[src/rtl/dual_rf_pkg.sv]
package dual_rf_pkg;

   // Shift applied to the ALU result on its way into the array.
   typedef enum logic [1:0] {
      SH_NONE  = 2'b00,
      SH_UP    = 2'b01,
      SH_DOWN  = 2'b10,
      SH_SPARE = 2'b11   // behaves as SH_NONE
   } shift_sel_e;

endpackage

[src/rtl/rf_write_shifter.sv]
module rf_write_shifter
   import dual_rf_pkg::*;
#(
   parameter int WIDTH = 32
) (
   input  shift_sel_e       mode,
   input  logic [WIDTH-1:0] f_in,
   input  logic             up_in,
   input  logic             dn_in,
   output logic [WIDTH-1:0] wdata,
   output logic             up_out,
   output logic             dn_out
);

   localparam int MSB = WIDTH - 1;

   // Per-bit three-way selection; the end bits take the serial inputs.
   for (genvar i = 0; i < WIDTH; i++) begin : g_bit
      logic from_below;
      logic from_above;
      if (i == 0) begin : g_lsb
         assign from_below = up_in;
      end else begin : g_lsb_n
         assign from_below = f_in[i-1];
      end
      if (i == MSB) begin : g_msb
         assign from_above = dn_in;
      end else begin : g_msb_n
         assign from_above = f_in[i+1];
      end
      always_comb begin
         unique case (mode)
            SH_UP:   wdata[i] = from_below;
            SH_DOWN: wdata[i] = from_above;
            default: wdata[i] = f_in[i];
         endcase
      end
   end

   assign up_out = (mode == SH_UP)   ? f_in[MSB] : 1'b0;
   assign dn_out = (mode == SH_DOWN) ? f_in[0]   : 1'b0;

endmodule

[src/rtl/rf_word_array.sv]
module rf_word_array #(
   parameter int WORDS = 32,
   parameter int WIDTH = 32,
   localparam int AW   = (WORDS > 1) ? $clog2(WORDS) : 1
) (
   input  logic             clk,
   input  logic             rst_n,
   input  logic             we,
   input  logic [AW-1:0]    waddr,
   input  logic [WIDTH-1:0] wdata,
   input  logic [AW-1:0]    raddr_a,
   input  logic [AW-1:0]    raddr_b,
   output logic [WIDTH-1:0] rdata_a,
   output logic [WIDTH-1:0] rdata_b
);

   localparam bit FULL_MAP = (WORDS == (1 << AW));

   logic [WIDTH-1:0] mem [WORDS];
   logic             w_hit;

   if (FULL_MAP) begin : g_full
      assign w_hit   = we;
      assign rdata_a = mem[raddr_a];
      assign rdata_b = mem[raddr_b];
   end else begin : g_partial
      // Addresses past the last word read zero and are never written.
      assign w_hit   = we && (int'(waddr) < WORDS);
      assign rdata_a = (int'(raddr_a) < WORDS) ? mem[raddr_a] : '0;
      assign rdata_b = (int'(raddr_b) < WORDS) ? mem[raddr_b] : '0;
   end

   always_ff @(posedge clk or negedge rst_n) begin
      if (!rst_n) begin
         for (int w = 0; w < WORDS; w++) mem[w] <= '0;
      end else if (w_hit) begin
         mem[waddr] <= wdata;
      end
   end

   // the addressed word holds the presented data after the edge
   a_r4_write_lands: assert property (@(posedge clk) disable iff (!rst_n)
      w_hit |=> mem[$past(waddr)] == $past(wdata));

   // with the enable low the word on the write address keeps its value
   a_r8_no_write_hold: assert property (@(posedge clk) disable iff (!rst_n)
      (!we && int'(waddr) < WORDS) |=> mem[$past(waddr)] == $past(mem[waddr]));

   // equal addresses give equal data on both ports
   a_r3_same_addr: assert property (@(posedge clk) disable iff (!rst_n)
      (raddr_a == raddr_b) |-> (rdata_a == rdata_b));

   // first cycle out of reset every word reads zero
   a_r1_reset_clear: assert property (@(posedge clk) disable iff (!rst_n)
      $rose(rst_n) |-> (rdata_a == '0 && rdata_b == '0));

endmodule

[src/rtl/dual_read_shift_rf.sv]
module dual_read_shift_rf
   import dual_rf_pkg::*;
#(
   parameter int WORDS = 32,
   parameter int WIDTH = 32,
   localparam int AW   = (WORDS > 1) ? $clog2(WORDS) : 1
) (
   input  logic             clk,
   input  logic             rst_n,
   input  logic [AW-1:0]    addr_a,
   input  logic [AW-1:0]    addr_b,
   input  logic             wr_en,
   input  logic [1:0]       shift_sel,
   input  logic [WIDTH-1:0] alu_f,
   input  logic             up_in,
   input  logic             dn_in,
   output logic             up_out,
   output logic             dn_out,
   output logic [WIDTH-1:0] rd_a,
   output logic [WIDTH-1:0] rd_b
);

   if (WIDTH < 2) begin : g_bad_width
      $error("dual_read_shift_rf: WIDTH must be at least 2");
   end
   if (WORDS < 2) begin : g_bad_words
      $error("dual_read_shift_rf: WORDS must be at least 2");
   end

   logic [WIDTH-1:0] shifted;
   shift_sel_e       mode;

   assign mode = shift_sel_e'(shift_sel);

   rf_write_shifter #(.WIDTH(WIDTH)) u_shift (
      .mode   (mode),
      .f_in   (alu_f),
      .up_in  (up_in),
      .dn_in  (dn_in),
      .wdata  (shifted),
      .up_out (up_out),
      .dn_out (dn_out)
   );

   rf_word_array #(.WORDS(WORDS), .WIDTH(WIDTH)) u_array (
      .clk     (clk),
      .rst_n   (rst_n),
      .we      (wr_en),
      .waddr   (addr_b),
      .wdata   (shifted),
      .raddr_a (addr_a),
      .raddr_b (addr_b),
      .rdata_a (rd_a),
      .rdata_b (rd_b)
   );

   // serial up output is quiet outside the up mode
   a_r6_up_out_idle: assert property (@(posedge clk) disable iff (!rst_n)
      (shift_sel != 2'b01) |-> !up_out);

   // serial down output is quiet outside the down mode
   a_r7_dn_out_idle: assert property (@(posedge clk) disable iff (!rst_n)
      (shift_sel != 2'b10) |-> !dn_out);

   // an up shift fills bit 0 from the serial input
   a_r6_up_fill: assert property (@(posedge clk) disable iff (!rst_n)
      (wr_en && shift_sel == 2'b01) |=> rd_b[0] == $past(up_in) || addr_b != $past(addr_b));

   // a down shift fills the top bit from the serial input
   a_r7_dn_fill: assert property (@(posedge clk) disable iff (!rst_n)
      (wr_en && shift_sel == 2'b10) |=> rd_b[WIDTH-1] == $past(dn_in) || addr_b != $past(addr_b));

endmodule

[config.mk]
export PLATFORM = sky130hd
export DESIGN_NAME = dual_read_shift_rf
export DESIGN_NICKNAME = d
export VERILOG_FILES = /design/src/rtl/dual_rf_pkg.sv /design/src/rtl/rf_write_shifter.sv /design/src/rtl/rf_word_array.sv /design/src/rtl/dual_read_shift_rf.sv
export SDC_FILE = /design/constraint.sdc
export NUM_CORES = 2
export LEC_CHECK = 0
export ABC_CLOCK_PERIOD_IN_PS = 2000
export BUFFER_PORTS_ARGS = -buffer_cell sky130_fd_sc_hd__buf_2
export CAP_MARGIN = 40
export CORE_ASPECT_RATIO = 0.7
export CORE_MARGIN = 5
export CORE_UTILIZATION = 45
export DETAILED_ROUTE_END_ITERATION = 12
export GPL_ROUTABILITY_DRIVEN = 0
export PLACE_DENSITY = 0.62
export SYNTH_ARGS = -nofsm -noshare
export SYNTH_HDL_FRONTEND = slang
export SYNTH_SLANG_ARGS = --single-unit
[constraint.sdc]
create_clock -name clk -period 2 [get_ports clk]
set_input_delay 0.1 -clock clk [delete_from_list [all_inputs] [get_ports clk]]
set_output_delay 0.1 -clock clk [all_outputs]
set_load 0.05 [all_outputs]
==> impl_metrics.csv <==
group,metric,value,unit
power_and_ir_drop,clkPwrFrac,0.336,
detailed_routing,drt-pass1-iter-count,6,
logic_synthesis,synth_top_area_frac,0.485,
flow_run,cap_violations,0,
logic_synthesis,synthAdderAreaFrac,0.000474,
detailed_routing,dr.first_iter.drc_count,5730,
clock_tree,numCtsBuffers,101,
hold_path,min_to,"u_array.mem[88]$_DFFE_PN0P_",
global_route,grt_pass1_wl,293000,µm
logic_synthesis,synth_compound_area_frac,0.160,
cells_and_area,final_cell_mix,"nand2_1, o21ai_0, dfrtp_1",
hold_path,min_path_type,"input port to flip-flop",
floorplan,initial_utilization,0.452,
sta,finalMaxSlewViolations,0,
critical_path,start_kind,"flip-flop",
logic_synthesis,synth_nets,5242,
floorplan,rows,105,
global_route,grt_use_total,0.316,
sta,max_slew.worst_pin.slew,0.554,ns
sta,hold_viol,0,
critical_path,rr_worst_depth,5,
floorplan,dieArea,0.124,mm²
logic_synthesis,syn_avg_cell_area,10.2,µm²
detailed_routing,drtAntennaViolNets,0,
power_and_ir_drop,peakVddDrop,0.000817,V
detailed_routing,viasPerCell,6.27,
global_route,grt-ovfl-total,0,
clock_tree,clk_pin_slew_worst_paths,0.07,ns
sta,fin_crit_sh,1.32,
hold_path,hold_path.startpoint,"alu_f[24]",
critical_path,max_stage_delay,0.46,ns
cells_and_area,nNetsFinal,5514,
critical_path,r2r-end,"u_array.mem[990]$_DFFE_PN0P_",
placed_design,dp_cells,6730,
outcome,status,"finished, violations left",
floorplan,die_y,297,µm
sta,setup_ws,-0.633,ns
floorplan,core,0.117,mm²
logic_synthesis,synthMuxAreaShare,0.208,
outcome,violations,"setup timing",
power_and_ir_drop,power.density,955,mW/mm²
logic_synthesis,yosys_warnings,0,
critical_path,path_class,"flip-flop to primary output",
global_route,antenna_found_initial,8,
detailed_routing,num_vias,44590,
cells_and_area,regMostFlops,"u_array.mem",
placed_design,port_buffers,114,
global_route,grt_start_max_net_pins,90,
logic_synthesis,synth_area_leaders,"dfrtp_1, mux4_2, mux2i_1",
detailed_routing,drc,0,
hold_path,whs_path_depth,4,
power_and_ir_drop,pwr-share-seq,0.439,
logic_synthesis,syn-cell-area,0.0528,mm²
sta,timing.final.crit_period,2.63,ns
logic_synthesis,yosysTopAreaCell,"dfrtp_1",
logic_synthesis,ys_ff_latch,1024,
power_and_ir_drop,pwr-share-comb,0.225,
critical_path,cp.required,1.90,ns
detailed_routing,post_drt_wl_per_cell,28.1,µm
cells_and_area,final_cells,7108,
clock_tree,cts-root-buf,"clkbuf_16",
cells_and_area,largestRegisters,"u_array.mem: 1024 flops",
clock_tree,clockBufferDepth,3,
detailed_routing,drt-total-wl,200000,µm
critical_path,path_buf_inv,2,
placed_design,dpl_cell_area,0.0591,mm²
clock_tree,cts_max_level,3,
power_and_ir_drop,p_int,43.0,mW
logic_synthesis,synth_xor_area_frac,0,
clock_tree,cts.sinks,1024,
sta,fin_skew,0,ns
critical_path,r2r_start,"u_array.mem[990]$_DFFE_PN0P_",
cells_and_area,largest_reg_flops,1024,
placed_design,hpwl,125000,µm
critical_path,path_delay_family,"multiplexers",
logic_synthesis,ys_types,33,
critical_path,critPathMaxFanout,3,
global_route,grt_pass1_vias,42456,
critical_path,worstPathArrival,2.53,ns
cells_and_area,final_common_cell,"nand2_1",
power_and_ir_drop,leakage,29.7,nW
sta,max_freq,0.380,GHz
critical_path,regToRegSetupSlack,0.94,ns
cells_and_area,design_area,0.0654,mm²
critical_path,cpMaxStageDelayCell,"mux4_2",
logic_synthesis,ys_seq_area_frac,0.485,
sta,finalSetupViolations,64,
sta,maxSlewHeadroom,0.631,
logic_synthesis,synthSimpleGateAreaFrac,0.103,
floorplan,die_w,419,µm
power_and_ir_drop,p_sw_frac,0.312,
critical_path,path_cells,"mux4_2 -> a22oi_1 -> nand4_1 -> buf_4 -> buf_6",
floorplan,io_pins,115,
clock_tree,cts_tree,"built",
cells_and_area,syn_to_final_growth,23.9,%
critical_path,end_kind,"primary output",
sta,grt_setup_unrepaired,"yes",
power_and_ir_drop,switchingPower,19.5,mW
cells_and_area,drive_gt1_frac,0.239,
logic_synthesis,synth_cells,5191,
logic_synthesis,synth_top_family_by_area,"multiplexers",
clock_tree,clk_latency,0.72,ns
==> repair_timing <==
| action | in CTS | in global routing |
|---|---|---|
| setup buffers | 84 | 74 |
| gates resized for setup | 199 | 119 |
| endpoints found under the hold margin | 1734 | 0 |
| pin swaps | 93 | 125 |
| endpoints found under the setup margin | 64 | 64 |
| hold buffers | 31 | 0 |
==> Yosys cell counts, drive strengths merged <==
master	count
and3b	2
a22oi	256
nor3b	4
mux2i	512
clkbuf	372
mux4	256
dfrtp	1024
inv	2
buf	150
and2	3
o21ai	1024
nand4	32
nor2b	2
a31oi	32
a22o	64
and3	2
nand3	96
nor3	33
nor2	36
ha	2
a21oi	128
nand2b	2
nand2	1156
or2	1
==> worst max path at each step <==
stage | endpoint | cells after the start | slack [ns] | from
after global placement | rd_b[6] | 8 | -0.34 | addr_b[0]
final | rd_b[30] | 5 | -0.63 | u_array.mem[126]$_DFFE_PN0P_
after detailed placement | rd_b[6] | 8 | -0.35 | addr_b[0]
after global routing | rd_b[30] | 5 | -0.68 | u_array.mem[318]$_DFFE_PN0P_
after floorplan | rd_b[17] | 6 | 0.12 | addr_b[1]
after CTS | rd_b[30] | 5 | -0.66 | u_array.mem[702]$_DFFE_PN0P_
==> power groups by stage <==
stage | Combinational, mW | Clock [mW] | Sequential, mW
after global routing | 15.3 | 22.1 | 27.7
after floorplan | 8.29 | 0 | 26.5
final | 14.0 | 21.0 | 27.4
after CTS | 13.3 | 21.2 | 27.2
after detailed placement | 12.3 | 0 | 27.6
after global placement | 11.9 | 0 | 27.5
==> logic make-up (layout without fill, tap and decap cells) <==
group | after synthesis | count (layout)
mux | 768 | 768
compound gates | 1504 | 1504
buf+inv | 524 | 885
flops | 1024 | 1024
fa+ha+maj | 2 | 2
simple gates | 1369 | 1369
other cells | 0 | 5
==> worst reg2reg max path, stage by stage (launching register included) <==
cell and delay [ns]:
dfrtp_1 0.41, buf_6 0.13, buf_4 0.12, buf_4 0.12
nand2_1 0.05, o21ai_0 0.09
==> routing by layer <==
layer | global-route usage | wire [µm] | up-vias
met5 | 0 | 0 | -
met4 | 0.117 | 8330 | 0
met3 | 0.0825 | 21400 | 470
met2 | 0.468 | 86600 | 2580
met1 | 0.451 | 83600 | 22326
li1 | - | - | 19214
==> through the flow <==
stage | utilization | total power, mW | hold slack, ns | TNS [ns] | worst slack [ns]
after global placement | 0.506 | 39.4 | 0.0735 | -4.30 | -0.344
after CTS | 0.551 | 61.8 | 0.0121 | -22.40 | -0.664
after detailed placement | 0.506 | 39.9 | 0.0733 | -4.19 | -0.348
after floorplan | - | 34.8 | -0.196 | 0 | 0.124
after global routing | 0.560 | 65.1 | 0.0452 | -24.29 | -0.682
final | 0.560 | 62.5 | 0.0591 | -19.63 | -0.633
==> layout make-up <==
type                       instances  area (µm²)
fill                            9830       51400
multi-input combinational       3643       26000
sequential                      1024       25600
timing repair buffer             691        8150
clock buffer                     136        2940
tap                             1551        1940
clock inverter                    56         701
antenna                            5        12.5
inverter                           2        7.51
No activity file was read; power rests on OpenSTA's default activity.
